<file path="src/rtl/rr_irq_pkg.sv">
package rr_irq_pkg;

    localparam int NUM_SRC = 32;
    localparam int IDX_W   = $clog2(NUM_SRC);

    typedef enum logic [1:0] {
        REG_MASK   = 2'b00,
        REG_STATUS = 2'b01,
        REG_SETBIT = 2'b10,
        REG_CLRBIT = 2'b11
    } reg_sel_e;

    typedef struct packed {
        logic             valid;
        logic [IDX_W-1:0] idx;
    } grant_t;

    // Returns a vector with only the addressed bit set.
    function automatic logic [NUM_SRC-1:0] bit_of(input logic [IDX_W-1:0] idx);
        logic [NUM_SRC-1:0] v;
        v      = '0;
        v[idx] = 1'b1;
        return v;
    endfunction

endpackage

</file>
<file path="src/rtl/rr_mask_regs.sv">
module rr_mask_regs
    import rr_irq_pkg::*;
#(
    parameter int N = NUM_SRC,
    parameter int W = IDX_W
) (
    input  logic         clk,
    input  logic         rst,
    input  logic         wr,
    input  reg_sel_e     sel,
    input  logic [N-1:0] wdata,
    input  logic [N-1:0] raw,
    output logic [N-1:0] mask,
    output logic [N-1:0] rdata
);

    logic [W-1:0] bit_idx;
    assign bit_idx = wdata[W-1:0];

    always_ff @(posedge clk) begin
        if (rst) begin
            mask <= '0;
        end else if (wr) begin
            unique case (sel)
                REG_MASK:   mask <= wdata;
                REG_SETBIT: mask <= mask | bit_of(bit_idx);
                REG_CLRBIT: mask <= mask & ~bit_of(bit_idx);
                default:    mask <= mask;
            endcase
        end
    end

    always_comb begin
        unique case (sel)
            REG_MASK:   rdata = mask;
            REG_STATUS: rdata = raw;
            default:    rdata = '0;
        endcase
    end


    setbit_only_one_chk: assert property (@(posedge clk) disable iff (rst)
        (wr && sel == REG_SETBIT) |=>
            mask[$past(bit_idx)] &&
            ((mask & ~bit_of($past(bit_idx))) == ($past(mask) & ~bit_of($past(bit_idx)))));


    clrbit_only_one_chk: assert property (@(posedge clk) disable iff (rst)
        (wr && sel == REG_CLRBIT) |=>
            !mask[$past(bit_idx)] &&
            ((mask & ~bit_of($past(bit_idx))) == ($past(mask) & ~bit_of($past(bit_idx)))));


    status_write_ignored_chk: assert property (@(posedge clk) disable iff (rst)
        (wr && sel == REG_STATUS) |=> $stable(mask));

endmodule

</file>
<file path="src/rtl/rr_rotate_finder.sv">
module rr_rotate_finder
    import rr_irq_pkg::*;
#(
    parameter int N = NUM_SRC,
    parameter int W = IDX_W
) (
    input  logic [N-1:0] pend,
    input  logic [W-1:0] start,
    output logic         hit,
    output logic [W-1:0] hit_idx
);

    // Walk from start upward; W-bit addition wraps modulo N (N is 2**W).
    logic [W-1:0] probe;

    always_comb begin
        hit     = 1'b0;
        hit_idx = start;
        probe   = start;
        for (int k = 0; k < N; k++) begin
            probe = start + W'(k);
            if (!hit && pend[probe]) begin
                hit     = 1'b1;
                hit_idx = probe;
            end
        end
    end

endmodule

</file>
<file path="src/rtl/rr_grant_ctrl.sv">
module rr_grant_ctrl
    import rr_irq_pkg::*;
#(
    parameter int N = NUM_SRC,
    parameter int W = IDX_W
) (
    input  logic         clk,
    input  logic         rst,
    input  logic         take,
    input  logic [N-1:0] pend,
    input  logic         hit,
    input  logic [W-1:0] hit_idx,
    output logic [W-1:0] ptr,
    output grant_t       grant
);

    always_ff @(posedge clk) begin
        if (rst) begin
            ptr   <= '0;
            grant <= '0;
        end else if (take) begin
            if (hit) begin
                grant.valid <= 1'b1;
                grant.idx   <= hit_idx;
                ptr         <= hit_idx + 1'b1;
            end else begin
                grant.valid <= 1'b0;
            end
        end
    end


    pick_is_pending_chk: assert property (@(posedge clk) disable iff (rst)
        (take && hit) |-> pend[hit_idx]);


    pick_at_start_chk: assert property (@(posedge clk) disable iff (rst)
        (take && pend[ptr]) |-> (hit_idx == ptr));


    ptr_past_pick_chk: assert property (@(posedge clk) disable iff (rst)
        (take && hit) |=> (ptr == grant.idx + 1'b1) && grant.valid);


    empty_take_holds_chk: assert property (@(posedge clk) disable iff (rst)
        (take && !(|pend)) |=> !grant.valid && $stable(ptr) && $stable(grant.idx));


    idle_holds_chk: assert property (@(posedge clk) disable iff (rst)
        !take |=> $stable(ptr) && $stable(grant));

endmodule

</file>
<file path="src/rtl/rr_irq_selector.sv">
module rr_irq_selector
    import rr_irq_pkg::*;
(
    input  logic               clk,
    input  logic               rst,
    input  logic [NUM_SRC-1:0] irq_src,
    input  logic               reg_wr,
    input  logic [1:0]         reg_addr,
    input  logic [NUM_SRC-1:0] reg_wdata,
    output logic [NUM_SRC-1:0] reg_rdata,
    input  logic               take,
    output logic               irq_out,
    output logic               sel_valid,
    output logic [IDX_W-1:0]   sel_index
);

    logic [NUM_SRC-1:0] mask;
    logic [NUM_SRC-1:0] pend;
    logic               hit;
    logic [IDX_W-1:0]   hit_idx;
    logic [IDX_W-1:0]   ptr;
    grant_t             grant;

    rr_mask_regs #(.N(NUM_SRC), .W(IDX_W)) u_regs (
        .clk   (clk),
        .rst   (rst),
        .wr    (reg_wr),
        .sel   (reg_sel_e'(reg_addr)),
        .wdata (reg_wdata),
        .raw   (irq_src),
        .mask  (mask),
        .rdata (reg_rdata)
    );

    assign pend    = irq_src & mask;
    assign irq_out = |pend;

    rr_rotate_finder #(.N(NUM_SRC), .W(IDX_W)) u_find (
        .pend    (pend),
        .start   (ptr),
        .hit     (hit),
        .hit_idx (hit_idx)
    );

    rr_grant_ctrl #(.N(NUM_SRC), .W(IDX_W)) u_ctrl (
        .clk     (clk),
        .rst     (rst),
        .take    (take),
        .pend    (pend),
        .hit     (hit),
        .hit_idx (hit_idx),
        .ptr     (ptr),
        .grant   (grant)
    );

    assign sel_valid = grant.valid;
    assign sel_index = grant.idx;


    irq_matches_finder_chk: assert property (@(posedge clk) disable iff (rst)
        irq_out == hit);

endmodule

</file>
<file path="config.mk">
export PLATFORM = sky130hd
export DESIGN_NAME = rr_irq_selector
export DESIGN_NICKNAME = d
export VERILOG_FILES = /design/src/rtl/rr_irq_pkg.sv /design/src/rtl/rr_mask_regs.sv /design/src/rtl/rr_rotate_finder.sv /design/src/rtl/rr_grant_ctrl.sv /design/src/rtl/rr_irq_selector.sv
export SDC_FILE = /design/constraint.sdc
export NUM_CORES = 1
export LEC_CHECK = 0
export BUFFER_PORTS_ARGS = -buffer_cell sky130_fd_sc_hd__buf_2
export CAP_MARGIN = 10
export CORE_UTILIZATION = 50
export CTS_BUF_LIST = sky130_fd_sc_hd__clkbuf_4
export DETAILED_ROUTE_END_ITERATION = 12
export PLACE_DENSITY = 0.73
export RECOVER_POWER = 25
export SYNTH_ARGS = -nofsm -noshare
export SYNTH_HDL_FRONTEND = slang
export SYNTH_HIERARCHICAL = 1
export SYNTH_SLANG_ARGS = --single-unit
</file>
<file path="constraint.sdc">
create_clock -name clk -period 8.7 [get_ports clk]
set_input_delay 0.435 -clock clk [delete_from_list [all_inputs] [get_ports clk]]
set_output_delay 0.435 -clock clk [all_outputs]
set_load 0.05 [all_outputs]
</file>
==> results.tsv, run 1 <==
metric	value	unit
Crit Path Category	register to register	
Seq pwr share	0.060	
vias in the first global route	9883	
maximum vdd drop	0.000152	V
TritonRoute pass-1 iters	6	
ys async rst share	0	
MaxCap Viol Count	1	
library cells used by synthesis	96	
num rows	50	
core area	18700	sq um
YS warnings	6	
maximum buffer depth of the clock tree	2	
DR iter-0 viols	1524	
H-tree depth	2	
ANT cells	0	
Combinational Power Share	0.914	
Fin. Hold Viols	0	
RSZ-0062 raised after global routing	no	
hold_buf cts	0	
Synth Register Bits	43	
Area growth syn-to-layout	5.91	%
clk_skew	16.8	ps
global-route wire length before repair	59.2	mm
R2R cell count	16	
Mapped Nets	1258	
die height	140	microns
Max Freq	0.140	GHz
actual slew at the worst max-slew pin	3790	ps
number of flops mapped to enable cells by yosys	0	
Int Power	1530	uW
status	finished with violations	
Clk pwr share	0.026	
fin worst setup slack	1540	ps
TritonCTS Buffers	5	
final antenna-violating net count	0	
CTS tree	done	
power per cell area	401	nW/um^2
HP Class	primary input to register	
root buffer cell	clkbuf_4	
routability cong.	1.06	
Die Width	140	microns
post-CTS setup buffer count	0	
CP max FO	57	
ys flop type	dfxtp_1	
Sw Ratio	0.624	
IO buf count	108	
violated checks	capacitance limit, slew limit	
post-route clock period utilization	0.823	
Setup Viol. Count Final	0	
dpl ws	1890	ps
Arr. time, crit path	7460	ps
initial antenna violation count	0	
die area	19700	sq um
FF-to-FF Start	u_ctrl/ptr[1]	
critical path capture point type	register	
final routed DRC violation total	0	
Routed wire per std cell	26.9	microns
Worst path slowest cell	xor2_1	
Reg-to-Reg End	u_ctrl/ptr[4]	
grt ovf	0	
vias per cell	7.58	
clock sinks	43	
CP cell instances	buf_4, ha_1, xor2_1, mux2i_1, a211oi_1, a22oi_1, nand4_1, or4_1, o32ai_2, a32oi_1, a211oi_1, o211ai_1, o211ai_1, nand3_1, xor2_1, a211oi_2	
FF-to-FF setup slack	1540	ps
Switching Power	2530	uW
Layout Nets	1304	
Tmin final	7160	ps
CTS resizes	0	
Critical Path RT	9000	ps
cell leakage power	0.00374	uW
share of post-route cells with drive strength above 1	0.213	
I/O pins	109	
Crit path largest cell delay	940	ps
Syn Std Cell Area	9550	sq um
fin. max-slew vios	74	
Starting Density	0.511	
Worst-Skew Late Latency	380	ps
Fin Setup TNS	0	ps
Mapped Cells	1175	
post-DP HPWL	29.2	mm
crit path from	u_ctrl/ptr[1]	
Total GRT Usage	0.391	
Critical Path End	u_ctrl/ptr[4]	
critical path startpoint category	register	
via count	11036	
pin count of the biggest net entering global routing	78	
slew margin rel.	-1.53	
Reg clk slew, reported paths	140	ps
sequential area share after synthesis	0.0901	
Detailed Route WL	39.2	mm
syn avg cell area	8.13	sq um
per-stage QoR:
step	hold WS [ps]	cell area (sq um)	utilization	total power (uW)	cells
2_1_floorplan	466	9550	-	2820	1175
3_3_place_gp	444	10100	0.539	3790	1448
3_5_place_dp	449	10100	0.539	3770	1448
4_1_cts	327	10100	0.542	3890	1456
5_1_grt	321	10100	0.541	4210	1456
6_report	336	10100	0.541	4060	1456
worst max-delay path: cells and delay by family, from the launching register on:
family	cells	cell delay (ps)
compound gates	8	2300
xor+xnor	2	1120
fa+ha+maj	1	510
buf+inv	1	640
flops	1	350
mux	1	370
simple gates	3	1770
synthesized netlist by cell type (all sizes together) (5+ instances only):
cell    instances  area share
inv            19      0.0075
o32ai           5      0.0054
a21o            5      0.0039
clkbuf         43       0.017
nand4          22       0.015
a21oi          56       0.030
dfxtp          43       0.090
a211o           7      0.0064
and2           42       0.028
xor2           13       0.012
mux4           72        0.18
and4            6      0.0055
nand2b         15      0.0098
o22ai          13      0.0085
or4            13       0.011
nand2          88       0.035
nand4b          7      0.0064
a21boi          6      0.0051
o221a          13       0.015
nand3          31       0.018
nor2          141       0.056
mux2           39       0.046
nor3           46       0.025
or3             5      0.0033
nor4           16       0.013
a22oi          11      0.0092
a211oi         15       0.013
mux2i          87       0.091
o221ai         23       0.021
xnor2          23       0.021
or2            10      0.0066
a31oi           8      0.0052
o21ai          64       0.034
buf            47       0.033
o211ai         13       0.010
a311oi         22       0.020
nor2b           9      0.0059
ha             13       0.017
worst min-delay path by stage:
stage | from | endpoint | slack (ps) | cells past startpoint
after floorplan | u_ctrl/ptr[0] | u_ctrl/ptr[0] | 470 | 2
after global routing | take | u_ctrl/grant[5] | 320 | 3
after CTS | take | u_ctrl/grant[5] | 330 | 3
final | take | u_ctrl/grant[5] | 340 | 3
after global placement | u_ctrl/grant[1] | u_ctrl/grant[1] | 440 | 2
after detailed placement | u_ctrl/grant[1] | u_ctrl/grant[1] | 450 | 2
routing by layer:
metal,wire length [microns],global-route usage
met1,14400,0.495
met2,17800,0.639
met3,4430,0.0530
met4,2530,0.226
met5,0,0
power by group through the flow:
stage	Combinational (uW)	Sequential [uW]	Clock (uW)
2_1_floorplan	2550	268	0
3_3_place_gp	3540	248	0
3_5_place_dp	3520	249	0
4_1_cts	3540	245	108
5_1_grt	3850	248	115
6_report	3710	245	105
state kept, by name, summed over array words and instances (netlist names):
signal and count:
u_ctrl/ptr 5, u_regs/mask 32, u_ctrl/grant 6
kinds of logic (layout without fill, tap and decap cells):
family,after synthesis,after routing,synth area share
fa+ha+maj,13,13,0.0170
flops,43,43,0.0901
xor+xnor,36,36,0.0330
buf+inv,110,157,0.0576
simple gates,471,471,0.260
compound gates,304,304,0.229
mux,198,198,0.313
layout by cell type, fill, tap and decap left out, types with 15 or more instances in the layout:
cell type	synthesis	routed
nor2_1	138	138
buf_2	23	90
nand2_1	87	87
mux2i_1	87	87
mux4_2	57	57
a21oi_1	55	55
o21ai_0	52	53
nor3_1	45	45
dfxtp_1	43	41
mux2_2	39	39
and2_1	38	38
nand3_1	30	30
xnor2_1	23	23
o221ai_1	23	23
a311oi_1	22	22
nand4_1	21	21
buf_4	8	20
clkbuf_1	43	19
inv_1	16	16
nand2b_1	15	15
mux4_1	15	15
final cells by class:
| type | count | area (sq um) |
|---|---|---|
| Tap cell | 234 | 293 |
| Clock inverter | 2 | 12.5 |
| Timing Repair Buffer | 129 | 672 |
| Multi-Input combinational cell | 1022 | 8150 |
| Sequential cell | 43 | 863 |
| Clock buffer | 6 | 45.0 |
| Fill cell | 1757 | 8590 |
| Inverter | 20 | 75.1 |
Note: power is estimated with default switching activity, not from simulation.
==> inputs of run 2 (changes only) <==
- clock period: 8.7 -> 6.8 ns (I/O delays scaled with it)
==> run 2 against run 1 <==
Against the previous run: the run still ends with capacitance limit, slew limit left; first-iteration DRC count is 17% lower; global-route usage rose by 1.0 points; sequential power grew 36%; critical path depth rose by 3; register-to-register slack lost 1100 ps; largest power group unchanged; power up 31%; count of clock-buffer cells in the layout down 1; die area unchanged; clock power grew 21%; non-clock buffer count rose by 23; worst hold slack got worse by 93 ps; utilization is 0.86 points higher.
==> results.tsv, run 2 (synthesized netlist as in run 1, its figures left out) <==
metric	value	unit	change
Starting Density	0.511		unchanged
Setup Viol. Count Final	0		unchanged
Worst path slowest cell	nor4_1		
Max Freq	0.157	GHz	+13%
status	finished with violations		
critical path capture point type	register		
IO buf count	108		unchanged
Switching Power	3280	uW	+29%
Biggest register	u_regs/mask		
num rows	50		unchanged
Sw Ratio	0.615		-0.00928
maximum vdd drop	0.000223	V	+46%
power per cell area	519	nW/um^2	+29%
Clk pwr share	0.024		-0.002
Reg clk slew, reported paths	150	ps	about the same
root buffer cell	clkbuf_4		
Int Power	2050	uW	+35%
vias per cell	7.37		-2.8%
most common cell after layout, fill and taps aside	nor2_1		
Largest register FFs	32		unchanged
final antenna-violating net count	0		unchanged
FF-to-FF setup slack	450	ps	-1090 ps
Crit path largest cell delay	670	ps	-270 ps
DR iter-0 viols	1268		-17%
Worst Hold End	u_ctrl/grant[5]		
Area growth syn-to-layout	7.60	%	
Fin Setup TNS	0	ps	unchanged
Hold Path Depth	3		unchanged
Routed wire per std cell	26.9	microns	about the same
clock sinks	43		unchanged
Detailed Route WL	39.8	mm	+1.5%
CP cell instances	buf_4, ha_1, xor2_1, buf_4, mux2i_1, a211oi_1, a22oi_1, nand4_1, buf_4, nor4_1, nand4_1, nand2b_1, a41oi_1, nor3_1, a21oi_1, ha_1, nand3_1, xor2_1, a211oi_2		
initial antenna violation count	0		unchanged
post-DP HPWL	30.8	mm	+5.4%
die height	140	microns	unchanged
slew margin rel.	-1.07		+0.455
share of post-route cells with drive strength above 1	0.233		+0.0204
H-tree depth	2		unchanged
most frequent cells in the layout	nor2_1, buf_2, nand2_1		
Power Total	5330	uW	+31%
placed cell count	1471		+1.6%
vias in the first global route	10206		+3.3%
die area	19700	sq um	unchanged
min-delay src	take		
fin. max-slew vios	111		+50%
maximum buffer depth of the clock tree	2		unchanged
largest registers	u_regs/mask x32, u_ctrl/grant x6, u_ctrl/ptr x5		
CTS tree	done		
Arr. time, crit path	6650	ps	-810 ps
TritonRoute pass-1 iters	5		-1
CP most frequent cell	buf_4		
Die Width	140	microns	unchanged
CTS resizes	0		unchanged
pin count of the biggest net entering global routing	78		unchanged
clk_skew	22.2	ps	+5.45 ps
MaxCap Viol Count	2		+1
violated checks	capacitance limit, slew limit		
critical path startpoint category	register		
routability cong.	1.06		about the same
R2R cell count	19		+3
I/O pins	109		unchanged
CP max FO	60		+5.3%
ANT cells	0		unchanged
TritonCTS Buffers	5		unchanged
Fin. Hold Viols	0		unchanged
Worst-Skew Late Latency	380	ps	about the same
hold_buf cts	0		unchanged
HP Class	primary input to register		
cell leakage power	0.00389	uW	+3.9%
RSZ-0062 raised after global routing	no		
Critical Path RT	7090	ps	-1910 ps
Layout Nets	1327		+1.8%
grt ovf	0		unchanged
Reg-to-Reg End	u_ctrl/ptr[4]		
post-route clock period utilization	0.934		+0.112
global-route wire length before repair	60.5	mm	+2.2%
Tmin final	6350	ps	-805 ps
post-CTS setup buffer count	0		unchanged
via count	10891		-1.3%
Seq pwr share	0.063		+0.003
actual slew at the worst max-slew pin	3110	ps	-683 ps
Total GRT Usage	0.401		+0.0103
core area	18700	sq um	unchanged
final routed DRC violation total	0		unchanged
Combinational Power Share	0.914		about the same
FF-to-FF Start	u_ctrl/ptr[0]		
Non-Filler Instances	1478		+1.5%
Crit Path Category	register to register		
## run 2: power by group through the flow
stage | registers (uW) | logic (uW) | clock network, uW
global placement | 338 | 4710 | 0
detailed placement | 339 | 4670 | 0
global route | 338 | 5090 | 139
finish | 334 | 4870 | 127
CTS | 333 | 4690 | 130
floorplan | 343 | 3270 | 0
## run 2: through the flow
stage / utilization / setup WS [ps] / hold slack, ps / cell area, sq um
after floorplan: - / 907 / 405 / 9550
after global placement: 0.547 / 513 / 444 / 10200
after detailed placement: 0.548 / 684 / 449 / 10200
after CTS: 0.550 / 627 / 234 / 10300
after global routing: 0.549 / 265 / 245 / 10300
final: 0.549 / 447 / 244 / 10300
## run 2: metal layers
metal | part of all wire | GRT usage | up-vias | wire length, microns
met5 | 0 | 0 | - | 0
met4 | 0.078 | 0.261 | 0 | 3100
met3 | 0.097 | 0.0581 | 186 | 3850
met2 | 0.46 | 0.668 | 810 | 18200
met1 | 0.37 | 0.485 | 5126 | 14700
li1 | - | - | 4769 | -
## run 2: worst max-delay path: cells and delay by family, from the launching register on
family	cells	cell delay [ps]
compound gates	5	1550
xor+xnor	2	400
fa+ha+maj	2	850
buf+inv	3	1110
flops	1	350
mux	1	290
simple gates	6	1700
## run 2: worst max path at each step
stage | from | to | cells after the start
6_report | u_ctrl/ptr[0] | u_ctrl/ptr[4] | 19
5_1_grt | u_ctrl/ptr[0] | u_ctrl/ptr[3] | 16
4_1_cts | u_ctrl/ptr[0] | u_ctrl/ptr[4] | 19
3_5_place_dp | u_ctrl/ptr[0] | u_ctrl/ptr[4] | 19
3_3_place_gp | u_ctrl/ptr[0] | u_ctrl/ptr[4] | 17
2_1_floorplan | u_ctrl/ptr[1] | u_ctrl/ptr[4] | 23
## run 2: area by class of cell
type / instances / area [sq um]
Fill cell: 1780 / 8430
Tap cell: 234 / 293
Multi-Input combinational cell: 1022 / 8140
Inverter: 20 / 75.1
Sequential cell: 43 / 863
Clock buffer: 5 / 37.5
Timing Repair Buffer: 152 / 860
Clock inverter: 2 / 8.76
